$ cat src/rtl/afc_pkg.sv
package afc_pkg;
  localparam int CMD_W = 16;
  localparam int CFG_W = 8;
  localparam logic [7:0] CMD_PREFIX = 8'hC4;
  localparam logic [CFG_W-1:0] CFG_RESET = 8'hF7;

  typedef enum logic [1:0] {
    CAP_STROBE = 2'b00,
    CAP_ONCE   = 2'b01,
    CAP_VALID  = 2'b10,
    CAP_ALWAYS = 2'b11
  } cap_mode_e;

  typedef struct packed {
    cap_mode_e  mode;
    logic [1:0] window;
    logic       strobe;
    logic       fine;
    logic       out_en;
    logic       calc_en;
  } afc_cfg_t;
endpackage

$ cat src/rtl/afc_rst_sync.sv
module afc_rst_sync #(
  parameter int STAGES = 2
) (
  input  logic clk,
  input  logic rst_n,
  output logic rst_sync_n
);
  logic [STAGES-1:0] sync_q;

  always_ff @(posedge clk or negedge rst_n) begin
    if (!rst_n) sync_q <= '0;
    else        sync_q <= {sync_q[STAGES-2:0], 1'b1};
  end

  assign rst_sync_n = sync_q[STAGES-1];
endmodule

$ cat src/rtl/afc_cmd_reg.sv
module afc_cmd_reg
  import afc_pkg::*;
(
  input  logic             clk,
  input  logic             rst_n,
  input  logic             cmd_valid,
  input  logic [CMD_W-1:0] cmd_word,
  output afc_cfg_t         cfg_q,
  output logic             strobe_rise
);
  logic     hit;
  afc_cfg_t cfg_d;

  assign hit         = cmd_valid && (cmd_word[CMD_W-1:CFG_W] == CMD_PREFIX);
  assign strobe_rise = hit && cmd_word[3] && !cfg_q.strobe;

  always_comb begin
    cfg_d = afc_cfg_t'(cmd_word[CFG_W-1:0]);
  end

  always_ff @(posedge clk or negedge rst_n) begin
    if (!rst_n)   cfg_q <= afc_cfg_t'(CFG_RESET);
    else if (hit) cfg_q <= cfg_d;
  end
endmodule

$ cat src/rtl/afc_capture.sv
module afc_capture
  import afc_pkg::*;
#(
  parameter int ERR_W    = 8,
  parameter int LIM_LOG2 = 4
) (
  input  logic             clk,
  input  logic             rst_n,
  input  afc_cfg_t         cfg,
  input  logic             strobe_rise,
  input  logic             est_done,
  input  logic [ERR_W-1:0] est_err,
  input  logic             vdi,
  output logic [ERR_W-1:0] offset_q,
  output logic             once_q,
  output logic             vdi_q
);
  localparam logic signed [ERR_W-1:0] HI_WIDE = ERR_W'((1 << LIM_LOG2) - 1);
  localparam logic signed [ERR_W-1:0] LO_WIDE = ERR_W'(-(1 << LIM_LOG2));
  localparam logic signed [ERR_W-1:0] HI_MID  = ERR_W'((1 << (LIM_LOG2 - 1)) - 1);
  localparam logic signed [ERR_W-1:0] LO_MID  = ERR_W'(-(1 << (LIM_LOG2 - 1)));
  localparam logic signed [ERR_W-1:0] HI_NAR  = ERR_W'((1 << (LIM_LOG2 - 2)) - 1);
  localparam logic signed [ERR_W-1:0] LO_NAR  = ERR_W'(-(1 << (LIM_LOG2 - 2)));

  logic [ERR_W-1:0]        latest_q, latest_d, offset_d, cap_src, cap_sat;
  logic signed [ERR_W-1:0] hi_lim, lo_lim;
  logic                    once_d, lim_on, latest_load, offset_load, once_load;

  // window bounds
  always_comb begin
    lim_on = 1'b1;
    hi_lim = HI_NAR;
    lo_lim = LO_NAR;
    unique case (cfg.window)
      2'b00: lim_on = 1'b0;
      2'b01: begin hi_lim = HI_WIDE; lo_lim = LO_WIDE; end
      2'b10: begin hi_lim = HI_MID;  lo_lim = LO_MID;  end
      2'b11: begin hi_lim = HI_NAR;  lo_lim = LO_NAR;  end
    endcase
  end

  // one saturator shared by all policies
  assign cap_src = (cfg.mode == CAP_STROBE) ? latest_q : est_err;

  always_comb begin
    cap_sat = cap_src;
    if (lim_on) begin
      if ($signed(cap_src) > hi_lim)      cap_sat = hi_lim;
      else if ($signed(cap_src) < lo_lim) cap_sat = lo_lim;
    end
  end

  // next-state decision
  always_comb begin
    latest_d    = est_err;
    offset_d    = cap_sat;
    once_d      = 1'b1;
    latest_load = cfg.calc_en && est_done;
    offset_load = 1'b0;
    once_load   = 1'b0;
    if (cfg.calc_en) begin
      unique case (cfg.mode)
        CAP_STROBE: offset_load = strobe_rise;
        CAP_ONCE: begin
          offset_load = est_done && !once_q;
          once_load   = est_done && !once_q;
        end
        CAP_VALID: begin
          if (vdi_q && !vdi) begin
            offset_load = 1'b1;
            offset_d    = '0;
          end else begin
            offset_load = vdi && est_done;
          end
        end
        CAP_ALWAYS: offset_load = est_done;
      endcase
    end
  end

  always_ff @(posedge clk or negedge rst_n) begin
    if (!rst_n) begin
      latest_q <= '0;
      offset_q <= '0;
      once_q   <= 1'b0;
      vdi_q    <= 1'b0;
    end else begin
      vdi_q <= vdi;
      if (latest_load) latest_q <= latest_d;
      if (offset_load) offset_q <= offset_d;
      if (once_load)   once_q   <= once_d;
    end
  end
endmodule

$ cat src/rtl/afc_offset_ctrl.sv
module afc_offset_ctrl
  import afc_pkg::*;
#(
  parameter int ERR_W    = 8,
  parameter int LIM_LOG2 = 4
) (
  input  logic             clk,
  input  logic             rst_n,
  input  logic             cmd_valid,
  input  logic [CMD_W-1:0] cmd_word,
  input  logic             est_done,
  input  logic [ERR_W-1:0] est_err,
  input  logic             vdi,
  output logic             est_enable,
  output logic             est_fine,
  output logic [ERR_W-1:0] pll_offset
);
  logic             rst_sync_n;
  afc_cfg_t         cfg_q;
  logic             strobe_rise;
  logic [ERR_W-1:0] offset_q;
  logic             once_q;
  logic             vdi_q;

  afc_rst_sync #(.STAGES(2)) u_rst (
    .clk        (clk),
    .rst_n      (rst_n),
    .rst_sync_n (rst_sync_n)
  );

  afc_cmd_reg u_cmd (
    .clk         (clk),
    .rst_n       (rst_sync_n),
    .cmd_valid   (cmd_valid),
    .cmd_word    (cmd_word),
    .cfg_q       (cfg_q),
    .strobe_rise (strobe_rise)
  );

  afc_capture #(.ERR_W(ERR_W), .LIM_LOG2(LIM_LOG2)) u_cap (
    .clk         (clk),
    .rst_n       (rst_sync_n),
    .cfg         (cfg_q),
    .strobe_rise (strobe_rise),
    .est_done    (est_done),
    .est_err     (est_err),
    .vdi         (vdi),
    .offset_q    (offset_q),
    .once_q      (once_q),
    .vdi_q       (vdi_q)
  );

  assign est_enable = cfg_q.calc_en;
  assign est_fine   = cfg_q.fine;
  assign pll_offset = cfg_q.out_en ? offset_q : '0;
endmodule

$ cat config.mk
export PLATFORM = sky130hd
export DESIGN_NAME = afc_offset_ctrl
export DESIGN_NICKNAME = d
export VERILOG_FILES = /design/src/rtl/afc_pkg.sv /design/src/rtl/afc_rst_sync.sv /design/src/rtl/afc_cmd_reg.sv /design/src/rtl/afc_capture.sv /design/src/rtl/afc_offset_ctrl.sv
export SDC_FILE = /design/constraint.sdc
export NUM_CORES = 1
export LEC_CHECK = 0
export CORE_ASPECT_RATIO = 0.75
export CORE_MARGIN = 5
export CORE_UTILIZATION = 53
export CTS_CLUSTER_DIAMETER = 150
export CTS_CLUSTER_SIZE = 30
export DETAILED_ROUTE_END_ITERATION = 10
export PLACE_DENSITY = 0.85
export SLEW_MARGIN = 20
export SYNTH_ARGS = -nofsm -noshare
export SYNTH_HDL_FRONTEND = slang
export SYNTH_SLANG_ARGS = --single-unit
export TNS_END_PERCENT = 50
$ cat constraint.sdc
create_clock -name clk -period 1.45 [get_ports clk]
set_clock_uncertainty 0.05 [all_clocks]
set_input_delay 0.435 -clock clk [delete_from_list [all_inputs] [get_ports clk]]
set_output_delay 0.435 -clock clk [all_outputs]
set_load 0.01 [all_outputs]
# Word level (Yosys, flattened, before mapping)
# Index checks and enable logic that the tools add are counted.
# totals
elab_cells	46
out_inout_bits	10
reg_bits	28
in_bits	29
# op_classes
mux	15
magnitude_cmp	2
reduce_logical	12
n_eq_ne	6
# op_table
cell	count
two-way mux 8 bit	8
case mux 4 bit (2 select lines)	2
equality test 8 bit (second input constant)	1
> comparator 8 x 5 -> 1 bit	1
< comparator 8 x 5 -> 1 bit	1
logical AND 1 bit	7
equality test 2 bit (second input constant)	3
equality test 2 x 1 -> 1 bit (second input constant)	2
logical NOT 2 bit	2
two-way mux 1 bit	4
case mux 1 bit (4 select lines)	1
logical NOT 1 bit	3

# Depth between registers and ports, before layout
# logic_depth
word_depth	9
mapped_depth	12
mapped_depth_nobuf	11

# By module
# A second synthesis with hierarchy kept.
# hier_totals
hier_cells	138
hier_area_um2	1621.6
# modules_own_cells
mod	cells_each	n_inst	seq_area_each_um2	area_per_inst_um2
afc_capture	107	1	450.4	1161.1
afc_cmd_reg	20	1	209.0	356.6
afc_rst_sync	3	1	50.0	53.8
afc_offset_ctrl	8	1	0.0	50.0

# Least setup slack after synthesis
# Ideal clock, no wire load.
# synth_path
kind	register to register
from	reg, netlist name u_cmd.cfg_q[7]
to	reg u_cap.offset_q[3]
setup_slack_ps	-1177
arrival_time_ps	2455
setup_ps	122
path_stages_with_launch	12
n_path_buf	1
path_cell_list	dfstp_2 > buf_4 > nor2_8 > mux2i_1 > inv_1 > ha_1 > nor2b_1 > o21ai_0 > ha_1 > nor2b_1 > o211ai_1 > a32o_1
# synth_between
elab_chain_cells	9
elab_cells_between_ends	15
classes_between	order compare: 2; eq/ne: 3; mux: 9; reduce/logical: 1
# synth_rtl
item	line_no	text
logical NOT 2 bit	afc_capture.sv:43, afc_capture.sv:62	
two-way mux 8 bit	afc_capture.sv:43	assign cap_src = (cfg.mode == CAP_STROBE) ? latest_q : est_err;
< comparator 8 x 5 -> 1 bit	afc_capture.sv:49	else if ($signed(cap_src) < lo_lim) cap_sat = lo_lim;
two-way mux 8 bit	afc_capture.sv:49	
two-way mux 8 bit	afc_capture.sv:48	if ($signed(cap_src) > hi_lim) cap_sat = hi_lim;
two-way mux 8 bit	afc_capture.sv:47	if (lim_on) begin
two-way mux 8 bit	afc_capture.sv:69	if (vdi_q && !vdi) begin
two-way mux 8 bit	afc_capture.sv:62	unique case (cfg.mode)
two-way mux 8 bit	afc_capture.sv:61	if (cfg.calc_en) begin
end signal, assigned	afc_capture.sv:90	if (offset_load) offset_q <= offset_d;
end, declared	afc_capture.sv:14	output logic [ERR_W-1:0] offset_q,
# Several ways; a longest one is shown, not always the timed one.
# A chain may end at the register's enable or synchronous reset.

# Final worst setup path
# layout_path
from	reg, netlist name u_cmd.cfg_q[6]
to	reg u_cap.offset_q[3]
# layout_between
elab_chain_cells	9
elab_cells_between_ends	15
classes_between	order compare: 2; eq/ne: 3; mux: 9; reduce/logical: 1
# layout_rtl
item	line_no
logical NOT 2 bit	afc_capture.sv:43, afc_capture.sv:62
two-way mux 8 bit	afc_capture.sv:43
< comparator 8 x 5 -> 1 bit	afc_capture.sv:49
two-way mux 8 bit	afc_capture.sv:49
two-way mux 8 bit	afc_capture.sv:48
two-way mux 8 bit	afc_capture.sv:47
two-way mux 8 bit	afc_capture.sv:69
two-way mux 8 bit	afc_capture.sv:62
two-way mux 8 bit	afc_capture.sv:61
# Several ways; a longest one is shown, not always the timed one.

==> impl_metrics.py <==
metrics = {
    "job": {
        "cap_violations": 0,
    },
    "clocking": {
        "cts_buffer_depth": 2,
        "cts.clk_slew.worst_paths_ns": 0.10,
        "cts_buffers": 3,
        "cts_max_level": 1,
        "clk_latency_ns": 0.28,
        "cts_hold_buf": 0,
        "cts_tree": "yes",
        "cts_root_buf": "clkbuf_8",
        "clock-sinks": 28,
    },
    "synthesis": {
        "ys_seq_elements": 28,
        "synthFlopType": "dfrtp_1",
        "muxShareOfSynthArea": 0.1768,
        "yosys.area_share.simple": 0.1558,
        "synth_top_family_by_area": "multiplexers",
        "synth_xor_area_frac": 0,
        "synth_nets": 174,
        "yosys.area_share.adder": 0.05452,
        "synth_edf_count": 0,
        "synth_cell_types": 38,
        "async_flop_share": 1.000,
        "ys_seq_area_frac": 0.4416,
        "synth_compound_area_frac": 0.1316,
        "synthCells": 138,
        "synth_area_per_cell_um2": 11.64,
        "yosysWarnings": 0,
        "synth_area_mm2": 0.001607,
    },
    "die": {
        "ioPinCount": 39,
        "std_cell_rows": 17,
        "start_util": 0.5473,
        "die_w_um": 73.58,
        "core_area_mm2": 0.002935,
        "die_h_um": 57.68,
        "dieArea_mm2": 0.004244,
    },
    "min_path": {
        "hp-class": "register to asynchronous set/reset pin",
    },
    "setup_path": {
        "arrival_ns": 2.61,
        "critPathCaptureType": "register",
        "crit_fanout": 7,
        "r2r_cells": 10,
        "critical_path.reg2reg.startpoint": "u_cmd.cfg_q[6]",
        "path_class": "register to register",
        "reg2reg_slack_ns": -1.03,
        "required_ns": 1.58,
        "start_kind": "register",
        "r2r-end": "u_cap.offset_q[3]",
    },
    "placement": {
        "port-buffer-count": 38,
        "pre_cts_ws_ns": -1.240,
        "place.gp.congestion": 0.8292,
        "hpwl_mm": 3.037,
    },
    "routing": {
        "ant_nets": 0,
        "wirelength_mm": 4.861,
        "drc": 0,
        "dr.pass1.iters": 4,
        "drt_iter0_drc": 116,
        "num_vias": 1430,
        "wl_per_cell_um": 18.91,
        "vias_per_cell": 5.564,
    },
    "timing": {
        "hold_violations": 0,
        "fin_setup_tns_ns": -10.81,
        "slew_violations": 0,
        "max_freq_mhz": 402.5,
        "min_period_over_period": 1.714,
        "max_slew_margin": 0.5704,
        "holdWs_ns": 0.1547,
        "worst_slew_pin_slew_ns": 0.6416,
        "rsz0062_at_grt": "true",
        "finalSetupViolCount": 24,
        "period_minus_slack_ns": 2.485,
        "setup_ws_ns": -1.035,
    },
    "finish": {
        "antennaDiodeCount": 0,
        "syn2layout_area_growth_pct": 56.85,
        "post_route_cells_drive_above_1_share": 0.5160,
        "fin_nets": 256,
    },
    "global_route": {
        "grt_pass1_vias": 1568,
        "grt_max_degree": 26,
        "grt_overflow": 0,
        "antenna_found_initial": 0,
        "grt_usage": 0.2313,
        "grt_pass1_wl_mm": 7.521,
    },
    "power_and_ir_drop": {
        "p_clk_frac": 0.237,
        "p_seq_frac": 0.353,
        "intPower_mw": 1.830,
        "p_sw_frac": 0.3097,
        "powerDensity_mw_per_mm2": 1052,
        "p_comb_frac": 0.410,
        "p_leak_nw": 1.192,
        "peakVddDrop_mv": 0.8892,
        "switchingPower_uw": 820.8,
    },
    "outcome": {
        "violations": "setup timing",
        "status": "finished with violations",
    },
}
==> critical path, cell delays in order (launching register included) <==
cell and delay [ns]:
dfstp_2 0.60, nor2_8 0.08, mux2i_2 0.21, inv_2 0.09, ha_4 0.24, nor2b_4 0.12, o21ai_2 0.19, ha_4 0.26
nor3_1 0.19, a31oi_1 0.08, a32o_1 0.26
==> cell families (layout without fill, tap and decap cells) <==
| logic type | after synthesis | in the layout |
|---|---|---|
| buffers and inverters | 12 | 93 |
| adder cells (fa/ha/maj) | 7 | 7 |
| multiplexers | 26 | 26 |
| flip-flops | 28 | 28 |
| other | 1 | 1 |
| AO/OA/AOI/OAI | 27 | 27 |
| AND/OR/NAND/NOR | 37 | 37 |
==> sequential cells by signal, indices dropped and copies added (netlist names) <==
signal          count
u_cap.latest_q      8
u_cap.offset_q      8
u_cmd.cfg_q         8
u_rst.sync_q        2
u_cap.once_q        1
u_cap.vdi_q         1
==> area by class of cell <==
cell class	instances	area, µm²
multi-input combinational	98	952.2
inverter	8	30.03
clock buffer	3	41.29
sequential	28	709.4
tap	38	47.55
fill	138	415.4
timing repair buffer	81	709.4
clock inverter	1	30.03
==> Yosys cell counts (2+ instances only) <==
library cell / n / area share
a21oi_1: 3 / 0.0093
a22o_1: 5 / 0.027
a32o_1: 2 / 0.012
and2_1: 8 / 0.031
buf_4: 2 / 0.0093
dfrtp_1: 21 / 0.33
dfstp_2: 7 / 0.11
ha_1: 7 / 0.055
inv_1: 7 / 0.016
mux2_2: 16 / 0.11
mux2i_1: 9 / 0.056
nand2_1: 8 / 0.019
nand2b_1: 3 / 0.012
nor2_1: 3 / 0.0070
nor2b_1: 3 / 0.012
nor3_1: 3 / 0.0093
nor4_1: 2 / 0.0078
o211ai_1: 3 / 0.014
o21a_1: 2 / 0.0093
o21ai_0: 5 / 0.016
o22ai_1: 2 / 0.0078
==> per-layer routing <==
layer  part of all wire  wire, µm  track usage  up-vias
li1                   -         -            -      661
met1               0.40      1948       0.2632      724
met2               0.54      2618       0.4280       39
met3              0.047       227      0.05026        6
met4              0.014        66      0.07235        0
met5                  0         0            0        -
==> what timing repair did <==
item | 4_1_cts | 5_1_grt
setup buffers | 9 | 3
setup endpoints to repair | 34 | 25
gates resized for setup | 57 | 23
pin swaps | 14 | 13
==> power groups by stage <==
stage | Sequential, mW | Clock [mW] | Combinational [mW]
floorplan | 0.935 | 0 | 0.435
global placement | 0.932 | 0 | 0.788
detailed placement | 0.941 | 0 | 0.827
CTS | 0.926 | 0.630 | 0.938
global route | 0.942 | 0.670 | 1.17
finish | 0.936 | 0.628 | 1.09
==> stage by stage <==
stage / instance area (µm²) / power, mW / utilization / instances
floorplan: 1625 / 1.369 / - / 138
global placement: 2271 / 1.720 / 0.7737 / 244
detailed placement: 2271 / 1.767 / 0.7737 / 244
CTS: 2431 / 2.494 / 0.8282 / 257
global route: 2520 / 2.780 / 0.8585 / 257
finish: 2520 / 2.650 / 0.8585 / 257
==> worst max-delay path by stage <==
stage,startpoint,to,slack [ns],cells past startpoint
floorplan,u_cmd.cfg_q[6],u_cap.offset_q[2],-1.06,12
detailed placement,est_err[3],u_cap.offset_q[2],-1.24,11
global route,u_cmd.cfg_q[6],u_cap.offset_q[3],-1.15,10
global placement,est_err[3],u_cap.offset_q[2],-1.12,11
CTS,u_cmd.cfg_q[7],u_cap.offset_q[3],-1.04,10
finish,u_cmd.cfg_q[6],u_cap.offset_q[3],-1.03,10
==> placed cells by master, fill, tap and decap left out, types with 3 or more instances in the layout <==
master,synthesis,final
a22o_1,5,5
and2_1,8,4
and2_4,0,4
buf_2,0,5
buf_4,2,37
buf_6,1,11
clkbuf_8,0,3
clkdlybuf4s50_1,0,27
dfrtp_1,21,21
dfstp_2,7,7
ha_1,7,4
ha_4,0,3
inv_1,7,6
mux2_2,16,16
mux2i_1,9,6
mux2i_2,1,4
nand2_1,8,6
nand2_2,1,3
nand2b_1,3,3
nor2b_4,0,3
o211ai_1,3,3
o21ai_0,5,3
o21ai_2,1,3
Note: power is estimated with default switching activity, not from simulation.
